File: config.mk
export PLATFORM = sky130hd
export DESIGN_NAME = pcap_top
export DESIGN_NICKNAME = d
export VERILOG_FILES = /design/src/rtl/pcap_pkg.sv /design/src/rtl/pcap_classify.sv /design/src/rtl/pcap_sat_counter.sv /design/src/rtl/pcap_ctrl.sv /design/src/rtl/pcap_top.sv
export SDC_FILE = /design/constraint.sdc
export NUM_CORES = 1
export LEC_CHECK = 0
export BUFFER_PORTS_ARGS = -buffer_cell sky130_fd_sc_hd__buf_2
export CAP_MARGIN = 20
export CORE_MARGIN = 2
export CORE_UTILIZATION = 58
export CTS_CLUSTER_SIZE = 24
export DETAILED_ROUTE_END_ITERATION = 10
export PLACE_DENSITY = 0.84
export REMOVE_ABC_BUFFERS = 1
export SETUP_SLACK_MARGIN = 0.4
export SLEW_MARGIN = 20
export SYNTH_ARGS = -nofsm -noshare
export SYNTH_HDL_FRONTEND = slang
export SYNTH_SLANG_ARGS = --single-unit
File: constraint.sdc
create_clock -name clk -period 3.4 [get_ports clk]
set_clock_uncertainty 0.05 [all_clocks]
set_input_delay 0.51 -clock clk [delete_from_list [all_inputs] [get_ports clk]]
set_output_delay 0.51 -clock clk [all_outputs]
set_load 0.005 [all_outputs]
File: src/rtl/pcap_pkg.sv
package pcap_pkg;
    typedef enum logic [1:0] {
        CLS_IN    = 2'b00,
        CLS_OVER  = 2'b01,
        CLS_UNDER = 2'b10
    } pix_class_e;

    typedef enum logic [1:0] {
        ST_FILL  = 2'b00,
        ST_EMPTY = 2'b01,
        ST_HOLD  = 2'b10
    } cap_state_e;
endpackage

File: src/rtl/pcap_classify.sv
module pcap_classify
    import pcap_pkg::*;
#(
    parameter int CODE_W = 14
) (
    input  logic [CODE_W-1:0] code,
    input  logic              oor,
    output pix_class_e        cls
);
    localparam int MSB = CODE_W - 1;

    // flag low wins; flag high splits on the MSB
    always_comb begin
        if (!oor)          cls = CLS_IN;
        else if (code[MSB]) cls = CLS_OVER;
        else                cls = CLS_UNDER;
    end
endmodule

File: src/rtl/pcap_sat_counter.sv
module pcap_sat_counter #(
    parameter int W = 16
) (
    input  logic         clk,
    input  logic         rst_n,
    input  logic         clr,
    input  logic         inc,
    output logic [W-1:0] cnt
);
    localparam logic [W-1:0] MAX = {W{1'b1}};

    always_ff @(posedge clk) begin
        if (!rst_n || clr)             cnt <= '0;
        else if (inc && cnt != MAX)    cnt <= cnt + 1'b1;
    end

    // a full counter never wraps
    a_r8_saturate: assert property (@(posedge clk) disable iff (!rst_n)
        (cnt == MAX && !clr) |=> (cnt == MAX));
endmodule

File: src/rtl/pcap_ctrl.sv
module pcap_ctrl
    import pcap_pkg::*;
#(
    parameter int CODE_W  = 14,
    parameter int IDX_W   = 16,
    parameter int LATENCY = 4
) (
    input  logic              clk,
    input  logic              rst_n,
    input  logic              frame_start,
    input  logic              dv,
    input  logic [CODE_W-1:0] code,
    input  pix_class_e        cls,
    input  logic              m_ready,
    output logic              m_valid,
    output logic [CODE_W-1:0] m_code,
    output pix_class_e        m_class,
    output logic [IDX_W-1:0]  m_index,
    output logic              overflow,
    output logic              take
);
    localparam int FILL_W = $clog2(LATENCY + 1);
    localparam logic [FILL_W-1:0] FILL_LAST = FILL_W'(LATENCY - 1);

    cap_state_e        state, nxt;
    logic [FILL_W-1:0] fill_cnt;
    logic [IDX_W-1:0]  idx_cnt;
    logic              load, drop;

    assign take = dv && !frame_start && (state != ST_FILL);
    assign load = take && ((state == ST_EMPTY) || m_ready);
    assign drop = take && (state == ST_HOLD) && !m_ready;
    assign m_valid = (state == ST_HOLD);

    always_comb begin
        nxt = state;
        unique case (state)
            ST_FILL:  if (dv && fill_cnt == FILL_LAST) nxt = ST_EMPTY;
            ST_EMPTY: if (dv)                          nxt = ST_HOLD;
            ST_HOLD:  if (m_ready && !dv)              nxt = ST_EMPTY;
            default:                                   nxt = ST_FILL;
        endcase
        if (frame_start) nxt = ST_FILL;
    end

    always_ff @(posedge clk) begin
        if (!rst_n) state <= ST_FILL;
        else        state <= nxt;
    end

    always_ff @(posedge clk) begin
        if (!rst_n) begin
            fill_cnt <= '0;
            idx_cnt  <= '0;
            m_code   <= '0;
            m_class  <= CLS_IN;
            m_index  <= '0;
            overflow <= 1'b0;
        end else begin
            if (frame_start) begin
                fill_cnt <= '0;
                idx_cnt  <= '0;
            end else begin
                if (dv && state == ST_FILL) fill_cnt <= fill_cnt + 1'b1;
                if (take)                   idx_cnt  <= idx_cnt + 1'b1;
            end
            if (load) begin
                m_code  <= code;
                m_class <= cls;
                m_index <= idx_cnt;
            end
            if (drop) overflow <= 1'b1;
        end
    end

    // a stalled pixel is frozen
    a_r6_hold_stable: assert property (@(posedge clk) disable iff (!rst_n)
        (m_valid && !m_ready && !frame_start) |=>
            (m_valid && $stable(m_code) && $stable(m_index) && $stable(m_class)));
    // the overflow bit is sticky
    a_r7_sticky: assert property (@(posedge clk) disable iff (!rst_n)
        overflow |=> overflow);
    // a strobe during a stall raises overflow
    a_r7_drop_flags: assert property (@(posedge clk) disable iff (!rst_n)
        (m_valid && !m_ready && dv && !frame_start) |=> overflow);
    // frame start flushes the held pixel
    a_r9_flush: assert property (@(posedge clk) disable iff (!rst_n)
        frame_start |=> !m_valid);
    // accept plus strobe keeps the stream full
    a_r10_back_to_back: assert property (@(posedge clk) disable iff (!rst_n)
        (m_valid && m_ready && dv && !frame_start) |=> m_valid);
endmodule

File: src/rtl/pcap_top.sv
module pcap_top
    import pcap_pkg::*;
#(
    parameter int CODE_W  = 14,
    parameter int IDX_W   = 16,
    parameter int CNT_W   = 16,
    parameter int LATENCY = 4
) (
    input  logic              clk,
    input  logic              rst_n,
    input  logic              frame_start,
    input  logic              dv,
    input  logic [CODE_W-1:0] adc_code,
    input  logic              adc_oor,
    input  logic              m_ready,
    output logic              m_valid,
    output logic [CODE_W-1:0] m_code,
    output logic [1:0]        m_class,
    output logic [IDX_W-1:0]  m_index,
    output logic [CNT_W-1:0]  over_count,
    output logic [CNT_W-1:0]  under_count,
    output logic              overflow
);
    localparam int NCNT = 2;

    pix_class_e cls, held_cls;
    logic       take;
    logic [NCNT-1:0] bump;
    logic [CNT_W-1:0] cnts [NCNT];

    pcap_classify #(.CODE_W(CODE_W)) u_cls (
        .code (adc_code),
        .oor  (adc_oor),
        .cls  (cls)
    );

    pcap_ctrl #(.CODE_W(CODE_W), .IDX_W(IDX_W), .LATENCY(LATENCY)) u_ctrl (
        .clk         (clk),
        .rst_n       (rst_n),
        .frame_start (frame_start),
        .dv          (dv),
        .code        (adc_code),
        .cls         (cls),
        .m_ready     (m_ready),
        .m_valid     (m_valid),
        .m_code      (m_code),
        .m_class     (held_cls),
        .m_index     (m_index),
        .overflow    (overflow),
        .take        (take)
    );

    assign m_class = held_cls;
    assign bump[0] = take && (cls == CLS_OVER);
    assign bump[1] = take && (cls == CLS_UNDER);

    for (genvar g = 0; g < NCNT; g++) begin : g_cnt
        pcap_sat_counter #(.W(CNT_W)) u_sat (
            .clk   (clk),
            .rst_n (rst_n),
            .clr   (frame_start),
            .inc   (bump[g]),
            .cnt   (cnts[g])
        );
    end

    assign over_count  = cnts[0];
    assign under_count = cnts[1];

    // class 2'b11 never leaves the block
    a_r4_class_legal: assert property (@(posedge clk) disable iff (!rst_n)
        m_valid |-> (m_class != 2'b11));
    // counters restart on a frame boundary
    a_r9_counts_clear: assert property (@(posedge clk) disable iff (!rst_n)
        frame_start |=> (over_count == '0 && under_count == '0));
endmodule

==> results.md <==
* Startpoint type of the worst setup path: flip-flop
* Top-area cell type share of the netlist area at between 40% and 50%
* Setup_tns at 0 ns
* Leakage at approximately 1.7 nW
* Worst relative slew slack at between 50% and 60%
* Slew @ Worst Pin at roughly 0.66 ns
* Core Area at ~6700 µm²
* DR WL/cell at ~14 µm
* H-tree Lvls at 3
* Fin worst setup slack at roughly 1.3 ns
* WS Path Type: reg -> reg
* Detail Route Antenna Nets at 0
* Hold crit path type: in -> reg
* Filler Cell Count at 559
* DRC viols at 0
* Wire length on met3 at 514 µm
* Initial Util at between 50% and 60%
* Pre-antenna DRT Iters at 4
* Seq cells post-synth at 86
* Largest net degree at the start of global routing at 33
* Synth Instances at around 470
* Reg area at approximately 1700 µm²
* FMAX at 481 MHz
* Count leader, synth: nand2_1
* Req. time, crit path at roughly 3.6 ns
* DR top layer: met4
* Post-synthesis sequential area ratio at around 44%
* Mapped Area at 3930 µm²
* Area taken by multi-input logic gates at around 2100 µm²
* RD Place Congestion at roughly 0.84
* Largest area contributor in the netlist: dfxtp_1
* Hold_buf cts at 0
* Grt total ovfl at 0
* DR vias/cell at between 5 and 6
* Ant diodes at 0
* Pre-CTS WS at approximately 1.0 ns
* Outcome: complete, no violations
* Ys async rst share at 0%
* Die H at 86.4 µm
* Final setup vio count at 0
* Die area at ~7500 µm²
* WP data arrival at approximately 2.3 ns
* Clock sink count at 86
* Crit Path Max Fanout at 20
* Minimum clock period at a little over 2 ns
* Total GRT Usage at ~25%
* First-pass GRT wire length at ~15000 µm
* Vias in the first global route at roughly 3400
* Postcts setup bufs at 0
* Syn_area_per_cell at about 8.4 µm²
* Root Buffer: clkbuf_8
* Die width at approximately 86 µm
* Largest cells by area after synthesis: dfxtp_1, nand2_1, a21boi_0
* Final hold violations at 0
* IO Port Bufs at 85
* Num CTS Buffers at 9
* Antenna violations before repair at 0
* Crit share post-route at 61.1%
* DR vias at approximately 3700
* DRT Wirelength at roughly 9000 µm
* CTS tree: yes
* Routed length on met2 at 4460 µm
* IO Count at 86
* Share of cells above drive strength 1 at a little over a fifth
* Initial DRC count at 229
* Post-synth top cells: nand2_1, dfxtp_1, a21oi_1
* Critical path capture point type: flip-flop
* Peak VDD IR at 240 µV
* # rows at 30
* Top_reg_cell synth: dfxtp_1
* CTS clk-pin slew, worst paths at 0.09 ns
* Post-DP HPWL at about 6300 µm
* Clock latency on the worst-skew pair at between 0.3 and 0.4 ns
* Nets at around 580
* CTS-repair resized insts at 0
* Area delta synth->final at 19.1%
* Max cap viols at 0
* RSZ-0062 raised after global routing: no
* Pwr dens at between 400 and 500 nW/µm²
* Synth cell types at 39
* M1 WL at a little under 4000 µm
* Post-synth EDFFs at 0
* Max Slew Vio Count at 0
* Warnings, synthesis at 0
* CTS Buffer Depth at 2
## layout by cell type, fill, tap and decap left out, drive strengths merged, types with 2 or more instances in the layout
cell       n
a31oi      3
or4       21
nor2      13
and4       5
and3       6
nor4b      2
clkbuf    11
a21oi     32
bufinv     3
dfxtp     86
and2       3
o21ai     15
ha         5
clkinvlp   2
mux2i     11
nor3       6
nor4      13
or3       10
or2        3
nand2     92
nand3b     4
nand3     15
nand2b    14
o31ai     17
buf       94
nor2b      4
xnor2      4
nand4     15
o211a      2
a21boi    31
inv        7
## worst max-delay path: stages, from the launching register on
cell     delay [ns]
dfxtp_1        0.42
or2_2          0.23
nand3_1        0.48
or4_1          0.65
o211a_1        0.15
## power breakdown
group / switching (mW) / total, mW / leakage (nW) / internal, mW
registers: 0.000773 / 1.01 / 0.693 / 1.01
clock network: 0.362 / 0.890 / 0.122 / 0.528
logic: 0.0317 / 0.0537 / 0.913 / 0.0220
## cells by family (layout without fill, tap and decap cells)
logic type | after synthesis | count (layout) | share of synthesized area (%)
xor+xnor | 5 | 5 | 1.11
simple gates | 229 | 229 | 30.7
flops | 86 | 86 | 43.8
fa+ha+maj | 5 | 5 | 1.59
mux | 11 | 11 | 2.80
buf+inv | 32 | 117 | 3.31
compound gates | 103 | 103 | 16.7
## per-layer routing
metal  up-vias  track usage, %
met3        13            4.67
li1       1877               -
met5         -               0
met2       111            43.2
met1      1705            30.2
met4         0            9.66
## per-stage QoR
stage | cells | power (mW) | instance area (µm²) | hold WS [ns] | utilization [%]
after floorplan | 446 | 1.06 | 3830 | 0.399 | -
after global placement | 620 | 1.08 | 4430 | 0.396 | 66.3
after detailed placement | 620 | 1.09 | 4430 | 0.405 | 66.3
after CTS | 636 | 1.97 | 4690 | 0.330 | 70.1
after global routing | 636 | 2.01 | 4690 | 0.333 | 70.1
final | 636 | 1.95 | 4690 | 0.336 | 70.1
## flip-flops by register name, indices dropped and copies added (netlist names)
| name | count |
|---|---|
| g_cnt.u_sat.cnt | 32 |
| u_ctrl.idx_cnt | 16 |
| u_ctrl.m_index | 16 |
| u_ctrl.m_code | 14 |
| u_ctrl.fill_cnt | 3 |
| u_ctrl.m_class | 2 |
| u_ctrl.state | 2 |
| u_ctrl.overflow | 1 |
## final cells by class
type,count,area share [%]
clock buffers,11,3.23
clock inverters,5,2.24
well taps,80,2.14
multi-input cells,353,44.6
inverters,7,0.561
flip-flops and latches,86,36.7
repair buffers,94,10.5
## path summary, 6_finish.rpt
kind,from,to,slack (ns),depth (start not counted)
worst max-delay path,u_ctrl.state[0],g_cnt[0].u_sat.cnt[12],1.32,4
worst min-delay path,adc_code[2],u_ctrl.m_code[2],0.34,3
worst min register to register,u_ctrl.m_index[4],u_ctrl.m_index[4],0.41,2
worst max register to register,u_ctrl.state[0],g_cnt[0].u_sat.cnt[12],1.32,4
Note: power is estimated with default switching activity, not from simulation.
